## config.mk

```make
export PLATFORM = sky130hd
export DESIGN_NAME = led_shadow_bank
export DESIGN_NICKNAME = d
export VERILOG_FILES = /design/src/rtl/ledbank_pkg.sv /design/src/rtl/burst_tracker.sv /design/src/rtl/shadow_regs.sv /design/src/rtl/led_shadow_bank.sv
export SDC_FILE = /design/constraint.sdc
export NUM_CORES = 1
export LEC_CHECK = 0
export CORE_ASPECT_RATIO = 1.4
export CORE_MARGIN = 3
export CORE_UTILIZATION = 58
export CTS_CLUSTER_DIAMETER = 50
export DETAILED_ROUTE_END_ITERATION = 8
export GPL_ROUTABILITY_DRIVEN = 0
export GPL_TIMING_DRIVEN = 1
export PLACE_DENSITY = 0.85
export SLEW_MARGIN = 25
export SYNTH_ARGS = -nofsm -noshare
export SYNTH_HDL_FRONTEND = slang
export SYNTH_SLANG_ARGS = --single-unit
```

## constraint.sdc

```tcl
create_clock -name clk -period 3.59 [get_ports clk]
set_input_delay 0.359 -clock clk [delete_from_list [all_inputs] [get_ports clk]]
set_output_delay 0.359 -clock clk [all_outputs]
set_load 0.02 [all_outputs]
```

## src/rtl/ledbank_pkg.sv

```systemverilog
package ledbank_pkg;

    localparam int unsigned BYTE_W = 8;
    localparam int unsigned PTR_W  = 8;

    typedef enum logic [1:0] {
        LNK_IDLE,
        LNK_ADDRESSED,
        LNK_POINTED
    } link_state_e;

    typedef struct packed {
        logic              we;
        logic              bcast;
        logic [PTR_W-1:0]  idx;
        logic [BYTE_W-1:0] data;
    } wr_req_t;

    function automatic logic idx_in_bank(input logic [PTR_W-1:0] idx, input int unsigned n);
        return (32'(idx) < n);
    endfunction

    function automatic logic [PTR_W-1:0] ptr_step(input logic [PTR_W-1:0] p);
        return (p == {PTR_W{1'b1}}) ? p : p + 1'b1;
    endfunction

endpackage

```

## src/rtl/burst_tracker.sv

```systemverilog
module burst_tracker
    import ledbank_pkg::*;
#(
    parameter int unsigned NUM_REGS  = 13,
    parameter int unsigned BCAST_IDX = 1
) (
    input  logic              clk,
    input  logic              rst,
    input  logic              any_start,
    input  logic              stop_evt,
    input  logic              addr_hit,
    input  logic              sub_ack,
    input  logic [PTR_W-1:0]  sub_byte,
    input  logic              data_ack,
    input  logic [BYTE_W-1:0] data_byte,
    input  logic              bcast_en,
    output wr_req_t           wr_o,
    output logic              commit_o,
    output logic              hold_off_o
);
    link_state_e      state_q;
    logic [PTR_W-1:0] ptr_q;
    logic             hold_off_q;
    logic             pending_q;
    logic             sub_take;
    logic             data_take;

    assign sub_take  = sub_ack  && (state_q == LNK_ADDRESSED);
    assign data_take = data_ack && (state_q == LNK_POINTED);

    always_ff @(posedge clk) begin
        if (rst) begin
            state_q <= LNK_IDLE;
            ptr_q   <= '0;
        end else if (any_start || stop_evt) begin
            state_q <= LNK_IDLE;
        end else if (addr_hit) begin
            state_q <= LNK_ADDRESSED;
        end else if (sub_take) begin
            state_q <= LNK_POINTED;
            ptr_q   <= sub_byte;
        end else if (data_take) begin
            ptr_q   <= ptr_step(ptr_q);
        end
    end

    always_ff @(posedge clk) begin
        if (rst) begin
            hold_off_q <= 1'b0;
            pending_q  <= 1'b0;
        end else begin
            if (sub_take)       hold_off_q <= 1'b1;
            else if (data_take) hold_off_q <= 1'b0;
            if (data_take)      pending_q  <= 1'b1;
            else if (commit_o)  pending_q  <= 1'b0;
        end
    end

    assign commit_o   = stop_evt && pending_q && !hold_off_q;
    assign hold_off_o = hold_off_q;

    always_comb begin
        wr_o.we    = data_take && idx_in_bank(ptr_q, NUM_REGS);
        wr_o.bcast = wr_o.we && bcast_en && (ptr_q == PTR_W'(BCAST_IDX));
        wr_o.idx   = ptr_q;
        wr_o.data  = data_byte;
    end

    // pointer advances by one per accepted data byte
    assert_ptr_step_R6: assert property (@(posedge clk) disable iff (rst)
        (data_take && !any_start && !stop_evt && !addr_hit && ptr_q != {PTR_W{1'b1}})
            |=> (ptr_q == $past(ptr_q) + 1'b1));

    // data is never written while not addressed
    assert_no_write_unaddressed_R9: assert property (@(posedge clk) disable iff (rst)
        (state_q != LNK_POINTED) |-> !wr_o.we);

endmodule

```

## src/rtl/shadow_regs.sv

```systemverilog
module shadow_regs
    import ledbank_pkg::*;
#(
    parameter int unsigned NUM_REGS = 13,
    parameter int unsigned FLAG_BIT = 1
) (
    input  logic                           clk,
    input  logic                           rst,
    input  wr_req_t                        wr_i,
    input  logic                           commit_i,
    output logic [NUM_REGS-1:0][BYTE_W-1:0] live_o,
    output logic                           bcast_en_o
);
    localparam logic [BYTE_W-1:0] FLAG_MASK = BYTE_W'(1) << FLAG_BIT;

    logic [NUM_REGS-1:0][BYTE_W-1:0] stage_q;
    logic [NUM_REGS-1:0][BYTE_W-1:0] live_q;
    logic                            bcast_pend_q;

    always_ff @(posedge clk) begin
        if (rst)                    bcast_pend_q <= 1'b0;
        else if (wr_i.bcast)        bcast_pend_q <= 1'b1;
        else if (commit_i)          bcast_pend_q <= 1'b0;
    end

    for (genvar g = 0; g < NUM_REGS; g++) begin : g_reg
        logic hit;
        if (g == 0) begin : g_ctl
            assign hit = wr_i.we && (wr_i.idx == PTR_W'(0));
            always_ff @(posedge clk) begin
                if (rst) begin
                    stage_q[g] <= '0;
                    live_q[g]  <= '0;
                end else if (commit_i) begin
                    if (bcast_pend_q) begin
                        stage_q[g] <= stage_q[g] & ~FLAG_MASK;
                        live_q[g]  <= stage_q[g] & ~FLAG_MASK;
                    end else begin
                        live_q[g]  <= stage_q[g];
                    end
                end else if (hit) begin
                    stage_q[g] <= wr_i.data;
                end
            end
        end else begin : g_led
            assign hit = wr_i.we && (wr_i.bcast || (wr_i.idx == PTR_W'(g)));
            always_ff @(posedge clk) begin
                if (rst) begin
                    stage_q[g] <= '0;
                    live_q[g]  <= '0;
                end else if (commit_i) begin
                    live_q[g]  <= stage_q[g];
                end else if (hit) begin
                    stage_q[g] <= wr_i.data;
                end
            end
        end
    end

    assign live_o     = live_q;
    assign bcast_en_o = live_q[0][FLAG_BIT];

    // reset empties the live bank
    assert_reset_clears_R1: assert property (@(posedge clk)
        rst |=> (live_q == '0));

    // live values move only on a commit (or reset)
    assert_live_only_on_commit_R3: assert property (@(posedge clk) disable iff (rst)
        !$stable(live_q) |-> ($past(commit_i) || $past(rst)));

    // broadcast flag is consumed by the committing STOP
    assert_flag_consumed_R8: assert property (@(posedge clk) disable iff (rst)
        (commit_i && bcast_pend_q) |=> !live_q[0][FLAG_BIT]);

endmodule

```

## src/rtl/led_shadow_bank.sv

```systemverilog
module led_shadow_bank
    import ledbank_pkg::*;
#(
    parameter int unsigned NUM_REGS  = 13,
    parameter int unsigned FLAG_BIT  = 1,
    parameter int unsigned BCAST_IDX = 1
) (
    input  logic                       clk,
    input  logic                       rst,
    input  logic                       start_evt,
    input  logic                       rstart_evt,
    input  logic                       stop_evt,
    input  logic                       addr_hit,
    input  logic                       sub_ack,
    input  logic [7:0]                 sub_byte,
    input  logic                       data_ack,
    input  logic [7:0]                 data_byte,
    output logic [NUM_REGS*8-1:0]      live_o
);
    wr_req_t                         wr;
    logic                            commit;
    logic                            hold_off;
    logic                            bcast_en;
    logic [NUM_REGS-1:0][BYTE_W-1:0] live;

    burst_tracker #(.NUM_REGS(NUM_REGS), .BCAST_IDX(BCAST_IDX)) u_track (
        .clk        (clk),
        .rst        (rst),
        .any_start  (start_evt || rstart_evt),
        .stop_evt   (stop_evt),
        .addr_hit   (addr_hit),
        .sub_ack    (sub_ack),
        .sub_byte   (sub_byte),
        .data_ack   (data_ack),
        .data_byte  (data_byte),
        .bcast_en   (bcast_en),
        .wr_o       (wr),
        .commit_o   (commit),
        .hold_off_o (hold_off)
    );

    shadow_regs #(.NUM_REGS(NUM_REGS), .FLAG_BIT(FLAG_BIT)) u_regs (
        .clk        (clk),
        .rst        (rst),
        .wr_i       (wr),
        .commit_i   (commit),
        .live_o     (live),
        .bcast_en_o (bcast_en)
    );

    assign live_o = live;

    // a STOP inside an unfinished burst leaves the outputs alone
    assert_stop_held_off_R5: assert property (@(posedge clk) disable iff (rst)
        (stop_evt && hold_off) |=> $stable(live_o));

endmodule

```

==> impl_metrics.py, run 1 <==
metrics = {
    "worst_setup_path": {
        "critical_path_class": "register to register",
        "endpoint_kind": "register",
        "critPathBufInv": 0,
        "r2r_start": "u_track.ptr_q[4]",
        "cp.arrival_ns": 3.07,
        "slowest_delay_ns": 0.77,
        "r2r_slack_ns": 0.93,
        "cp_max_fo": 10,
        "worstRegToRegCells": 4,
        "required_ns": 4.00,
        "crit_path_start_kind": "register",
        "slowest_stage": "or4_1",
        "rr_endpoint": "u_regs.stage_q[26]",
        "startpoint": "u_track.ptr_q[4]",
        "critical_path.top_delay_family": "simple AND/OR/NAND/NOR gates",
        "path_cells": "or4_1 -> or4_4 -> nor4_4 -> mux2i_1",
    },
    "grt": {
        "grt_pass1_vias": 7146,
        "track_usage_pct": 25.78,
        "overflow": 0,
        "grt_max_degree": 126,
        "grt_pass1_wl_um": 34070,
        "antenna_found_initial": 0,
    },
    "clocking": {
        "post_cts_buffers": 0,
        "postCtsHoldBufs": 0,
        "clock_path_buffers": 3,
        "cts_resized": 0,
        "cts_root_buf": "clkbuf_16",
        "clk_pin_slew_ns": 0.07,
        "numCtsBuffers": 21,
        "cts_tree": "built",
        "worstSkewPairLatency_ns": 0.50,
        "clock_sinks": 221,
        "ctsHtreeMaxLevel": 1,
    },
    "timing": {
        "worst_pin_slew_ns": 1.057,
        "max_freq_ghz": 0.3757,
        "slew-limit-headroom_pct": 29.04,
        "rsz0062_at_grt": "false",
        "finalHoldViolCount": 0,
        "holdWs_ns": 0.4076,
        "finalCritPeriodShare_pct": 74.14,
        "finClkSkew_ns": 0.01463,
        "drv_slew": 0,
        "min_period_ns": 2.662,
        "fin_setup_tns_ns": 0,
        "setup_viol": 0,
    },
    "logic_synthesis": {
        "ys_seq_elements": 221,
        "synth_top_area_share_pct": 51.96,
        "syn_area_per_cell_um2": 8.600,
        "ys_types": 50,
        "synthesis.nets": 1019,
        "yosysTopAreaCell": "dfxtp_1",
        "yosys_warnings": 0,
        "synth_flop_cell": "dfxtp_1",
        "synth_edf_count": 0,
        "synth.cell_area_um2": 8514,
        "yosysSeqAreaShare_pct": 51.96,
        "synthTopCellsByArea": "dfxtp_1 (52%), nand2_1 (9.8%), a21oi_1 (9.3%)",
        "synthArstFlopShare_pct": 0,
        "syn_inst": 990,
    },
    "die": {
        "io_pins": 128,
        "die_h_um": 149.4,
        "die_area_um2": 16190,
        "num_rows": 51,
        "start_util_pct": 60.10,
        "core_area_um2": 14170,
        "die_w_um": 108.4,
    },
    "route": {
        "route.detailed.drc": 0,
        "avgViaCountPerCell": 5.721,
        "first_pass_iters": 5,
        "via_count": 7288,
        "antenna_left": 0,
        "wire_per_inst_um": 16.44,
        "wl_um": 20950,
        "drt_iter0_drc": 495,
    },
    "cells_and_area": {
        "nets": 1106,
        "num-fill-cells": 1095,
        "area_growth_pct": 22.92,
        "diodes": 0,
        "layout-drive-gt1-share_pct": 5.142,
    },
    "placement": {
        "port_buffers": 127,
        "place_hpwl_um": 13910,
    },
    "worst_hold_path": {
        "worstHoldPathCells": 2,
        "worstHoldStart": "rst",
        "hold-path-endpoint": "u_regs.live_o[96]",
        "hp-class": "input port to register",
    },
    "run": {
        "cap_violations": 0,
    },
    "pwr": {
        "irDropWorstVdd_mv": 0.4135,
        "p_leak_nw": 3.608,
        "power_density_nw_per_um2": 446.6,
    },
    "outcome": {
        "outcome": "finished clean",
    },
}
==> metrics by stage <==
stage               total power [mW]  cell area [um^2]  utilization [%]  setup slack, ns  instances
finish                         4.674             10470            73.88           0.9282       1274
floorplan                      2.569              8514                -            1.173        990
global placement               2.621              9809            69.25            1.017       1239
detailed placement             2.621              9818            69.31           0.9619       1239
global route                   4.809             10470            73.88           0.8081       1274
CTS                            4.695             10470            73.88           0.9409       1274
==> cell usage after synthesis (4+ instances only) <==
cell type  count
nand2b_1      60
o21ai_1        6
nand3b_1       5
nand2_1      223
o21ai_0       45
o21a_1         4
dfxtp_1      221
ha_1           5
clkbuf_1      63
nor2_1        23
a21oi_1      158
nand3_1       44
mux2i_1       64
a211oi_1       4
nor3_1         4
buf_1          8
==> final cells by class <==
type / count / area, um^2 / area share [%]
Tap cell: 185 / 231.5 / 2.212
Clock inverter: 6 / 62.56 / 0.5977
Inverter: 2 / 7.507 / 0.07173
Multi-Input combinational cell: 692 / 3792 / 36.23
Clock buffer: 29 / 585.6 / 5.595
Timing Repair Buffer: 139 / 1363 / 13.02
Sequential cell: 221 / 4424 / 42.27
==> worst max-delay path by stage <==
stage / to / slack, ns / depth (start not counted)
after global placement: u_regs.stage_q[44] / 1.02 / 5
after CTS: u_regs.stage_q[26] / 0.94 / 4
after floorplan: u_regs.stage_q[16] / 1.17 / 7
after global routing: u_regs.stage_q[26] / 0.81 / 4
final: u_regs.stage_q[26] / 0.93 / 4
after detailed placement: u_regs.stage_q[29] / 0.96 / 4
==> state kept, by name, indices dropped and copies added, names as in the netlist <==
signal and flops:
u_regs.stage_q 104, u_regs.live_o 103, u_track.ptr_q 8, u_track.state_q 2, u_regs.bcast_en_o 1, u_regs.bcast_pend_q 1, u_track.hold_off_o 1, u_track.pending_q 1
==> report_power, final <==
group / internal (mW) / switching [mW]
Combinational: 0.0400 / 0.0749
Sequential: 2.45 / 0.000501
Clock: 1.21 / 0.894
Total: 3.70 / 0.969
==> layout by cell type (no fill, tap or decap), drive strengths merged, types with 6 or more instances in the layout <==
cell type / instances
dfxtp: 221
clkdlybuf4s50: 126
nand3: 44
o21ai: 51
a21oi: 158
nor2: 23
mux2i: 64
nand2: 223
clkbuf: 29
nor4: 6
buf: 13
nand2b: 60
==> layer usage <==
| metal | global-route usage [%] | up-vias | share of wire (%) | wire [um] |
|---|---|---|---|---|
| li1 | - | 3525 | - | - |
| met1 | 30.75 | 3434 | 38 | 8004 |
| met2 | 45.67 | 271 | 52 | 10820 |
| met3 | 3.768 | 58 | 6.6 | 1391 |
| met4 | 10.99 | 0 | 3.5 | 734 |
| met5 | 0 | - | 0 | 0 |
==> cells by family (layout without fill, tap and decap cells) <==
logic type                 Yosys count  in the layout  synth area share, %
and+or+nand+nor                    388            388                21.37
DFF                                221            221                51.96
buffers and inverters               77            176                3.703
AOI/OAI and AO/OA                  235            235                14.71
adders and majority gates            5              5               0.7348
muxes                               64             64                7.524
No activity file was read; power rests on OpenSTA's default activity.
==> run 2, diff against run 1 <==
Settings changed: CORE_UTILIZATION 58 to 54, PLACE_DENSITY 0.85 to 0.8.
Clock period 3.59 ns to 2.6 ns, I/O delays scaled along.
==> run 2 against run 1 <==
  * Core utilization is 4.6 points lower
  * Combinational power increased by 50%
  * Sequential power grew 38%
  * Clock power is 37% higher
  * Maximum frequency rose by 12%
  * Highest routed layer unchanged
==> impl_metrics.py, run 2 (same netlist as run 1, synthesis figures left out) <==
metrics = {
    "clocking": {
        "post_cts_buffers": 0,
        "clk_pin_slew_ns": 0.06,
        "numCtsBuffers": 20,
        "worstSkewPairLatency_ns": 0.50,
        "ctsHtreeMaxLevel": 1,
        "cts_tree": "built",
        "cts_root_buf": "clkbuf_16",
        "cts_resized": 0,
        "clock_sinks": 221,
        "postCtsHoldBufs": 0,
        "clock_path_buffers": 3,
    },
    "timing": {
        "min_period_ns": 2.371,
        "max_freq_ghz": 0.4218,
        "finalCritPeriodShare_pct": 91.19,
        "worst_pin_slew_ns": 1.017,
        "rsz0062_at_grt": "false",
        "finClkSkew_ns": 0.02342,
        "slew-limit-headroom_pct": 31.76,
        "setup_viol": 0,
        "finalHoldViolCount": 0,
        "drv_slew": 0,
        "fin_setup_tns_ns": 0,
    },
    "cells_and_area": {
        "num-fill-cells": 1202,
        "design_area_um2": 10570,
        "regMostFlops": "u_regs.stage_q",
        "largest_reg_flops": 104,
        "register_area_um2": 4424,
        "area_growth_pct": 24.11,
        "diodes": 0,
        "final_common_cell": "nand2_1",
        "layout-drive-gt1-share_pct": 6.352,
        "finish.utilization_pct": 69.29,
        "mostFrequentLayoutCells": "nand2_1 (223), dfxtp_1 (221), a21oi_1 (158)",
        "nets": 1117,
        "layout.cells.non_filler": 1294,
        "multi_input_area_um2": 3784,
    },
    "route": {
        "route.detailed.drc": 0,
        "wl_um": 21500,
        "antenna_left": 0,
        "avgViaCountPerCell": 5.647,
        "drt_iter0_drc": 625,
        "via_count": 7307,
        "wire_per_inst_um": 16.62,
        "first_pass_iters": 5,
    },
    "die": {
        "io_pins": 128,
        "die_area_um2": 17330,
        "die_w_um": 112.1,
        "start_util_pct": 55.82,
        "num_rows": 53,
        "core_area_um2": 15250,
        "die_h_um": 154.6,
    },
    "pwr": {
        "irDropWorstVdd_mv": 0.4720,
        "p_leak_nw": 3.676,
        "power_density_nw_per_um2": 610.1,
    },
    "grt": {
        "overflow": 0,
        "grt_pass1_vias": 7074,
        "grt_pass1_wl_um": 35650,
        "track_usage_pct": 24.61,
        "antenna_found_initial": 0,
        "grt_max_degree": 123,
    },
    "run": {
        "cap_violations": 0,
    },
    "placement": {
        "port_buffers": 127,
        "placed_cells": 1258,
        "place_hpwl_um": 14010,
        "placed_area_um2": 9921,
    },
    "worst_setup_path": {
        "cp_max_fo": 10,
        "required_ns": 2.95,
        "crit_path_start_kind": "register",
        "endpoint_kind": "register",
        "cp.arrival_ns": 2.72,
        "critical_path_class": "register to register",
    },
    "outcome": {
        "outcome": "finished clean",
    },
    "worst_hold_path": {
        "hp-class": "input port to register",
    },
}
run 2: final timing paths:
path / startpoint / endpoint / slack (ns) / cells after the start
setup reg to reg: u_track.ptr_q[4] / u_regs.stage_q[18] / 0.23 / 4
hold reg to reg: u_regs.stage_q[45] / u_regs.live_o[45] / 0.44 / 2
hold / removal: rst / u_regs.stage_q[15] / 0.31 / 2
setup / recovery: u_track.ptr_q[4] / u_regs.stage_q[18] / 0.23 / 4
run 2: final cells by class:
type	instances	share of cell area (%)
flip-flops and latches	221	41.87
repair buffers	151	13.86
clock inverters	8	0.7222
well taps	192	2.273
clock buffers	28	5.399
multi-input cells	692	35.80
inverters	2	0.07104
run 2: metrics by stage:
stage,total power [mW],hold slack [ns],setup WS [ns]
after floorplan,3.547,0.3390,0.1827
after global placement,3.631,0.4357,0.2596
after detailed placement,3.631,0.4424,0.2358
after CTS,6.492,0.2963,0.2417
after global routing,6.644,0.3291,0.1323
final,6.448,0.3065,0.2291
run 2: critical path, cell delays in order, from the launching register on:
cell and delay, ns:
dfxtp_1 0.36, or4_1 0.58, or4_4 0.52, or4_4 0.62, mux2i_1 0.15
run 2: per-layer routing:
metal  routed length [um]  vias up  share of wire [%]  track usage, %
li1                     -     3550                  -               -
met1                 8734     3438                 41           30.87
met2                10820      264                 50           42.77
met3                 1207       55                5.6           3.131
met4                  743        0                3.5           9.966
met5                    0        -                  0               0
run 2: power by group:
part	leakage, nW	internal (mW)	switching [mW]	total [mW]
combinational	1.57	0.0597	0.112	0.172
sequential	1.78	3.38	0.000714	3.38
clock	0.324	1.64	1.25	2.89
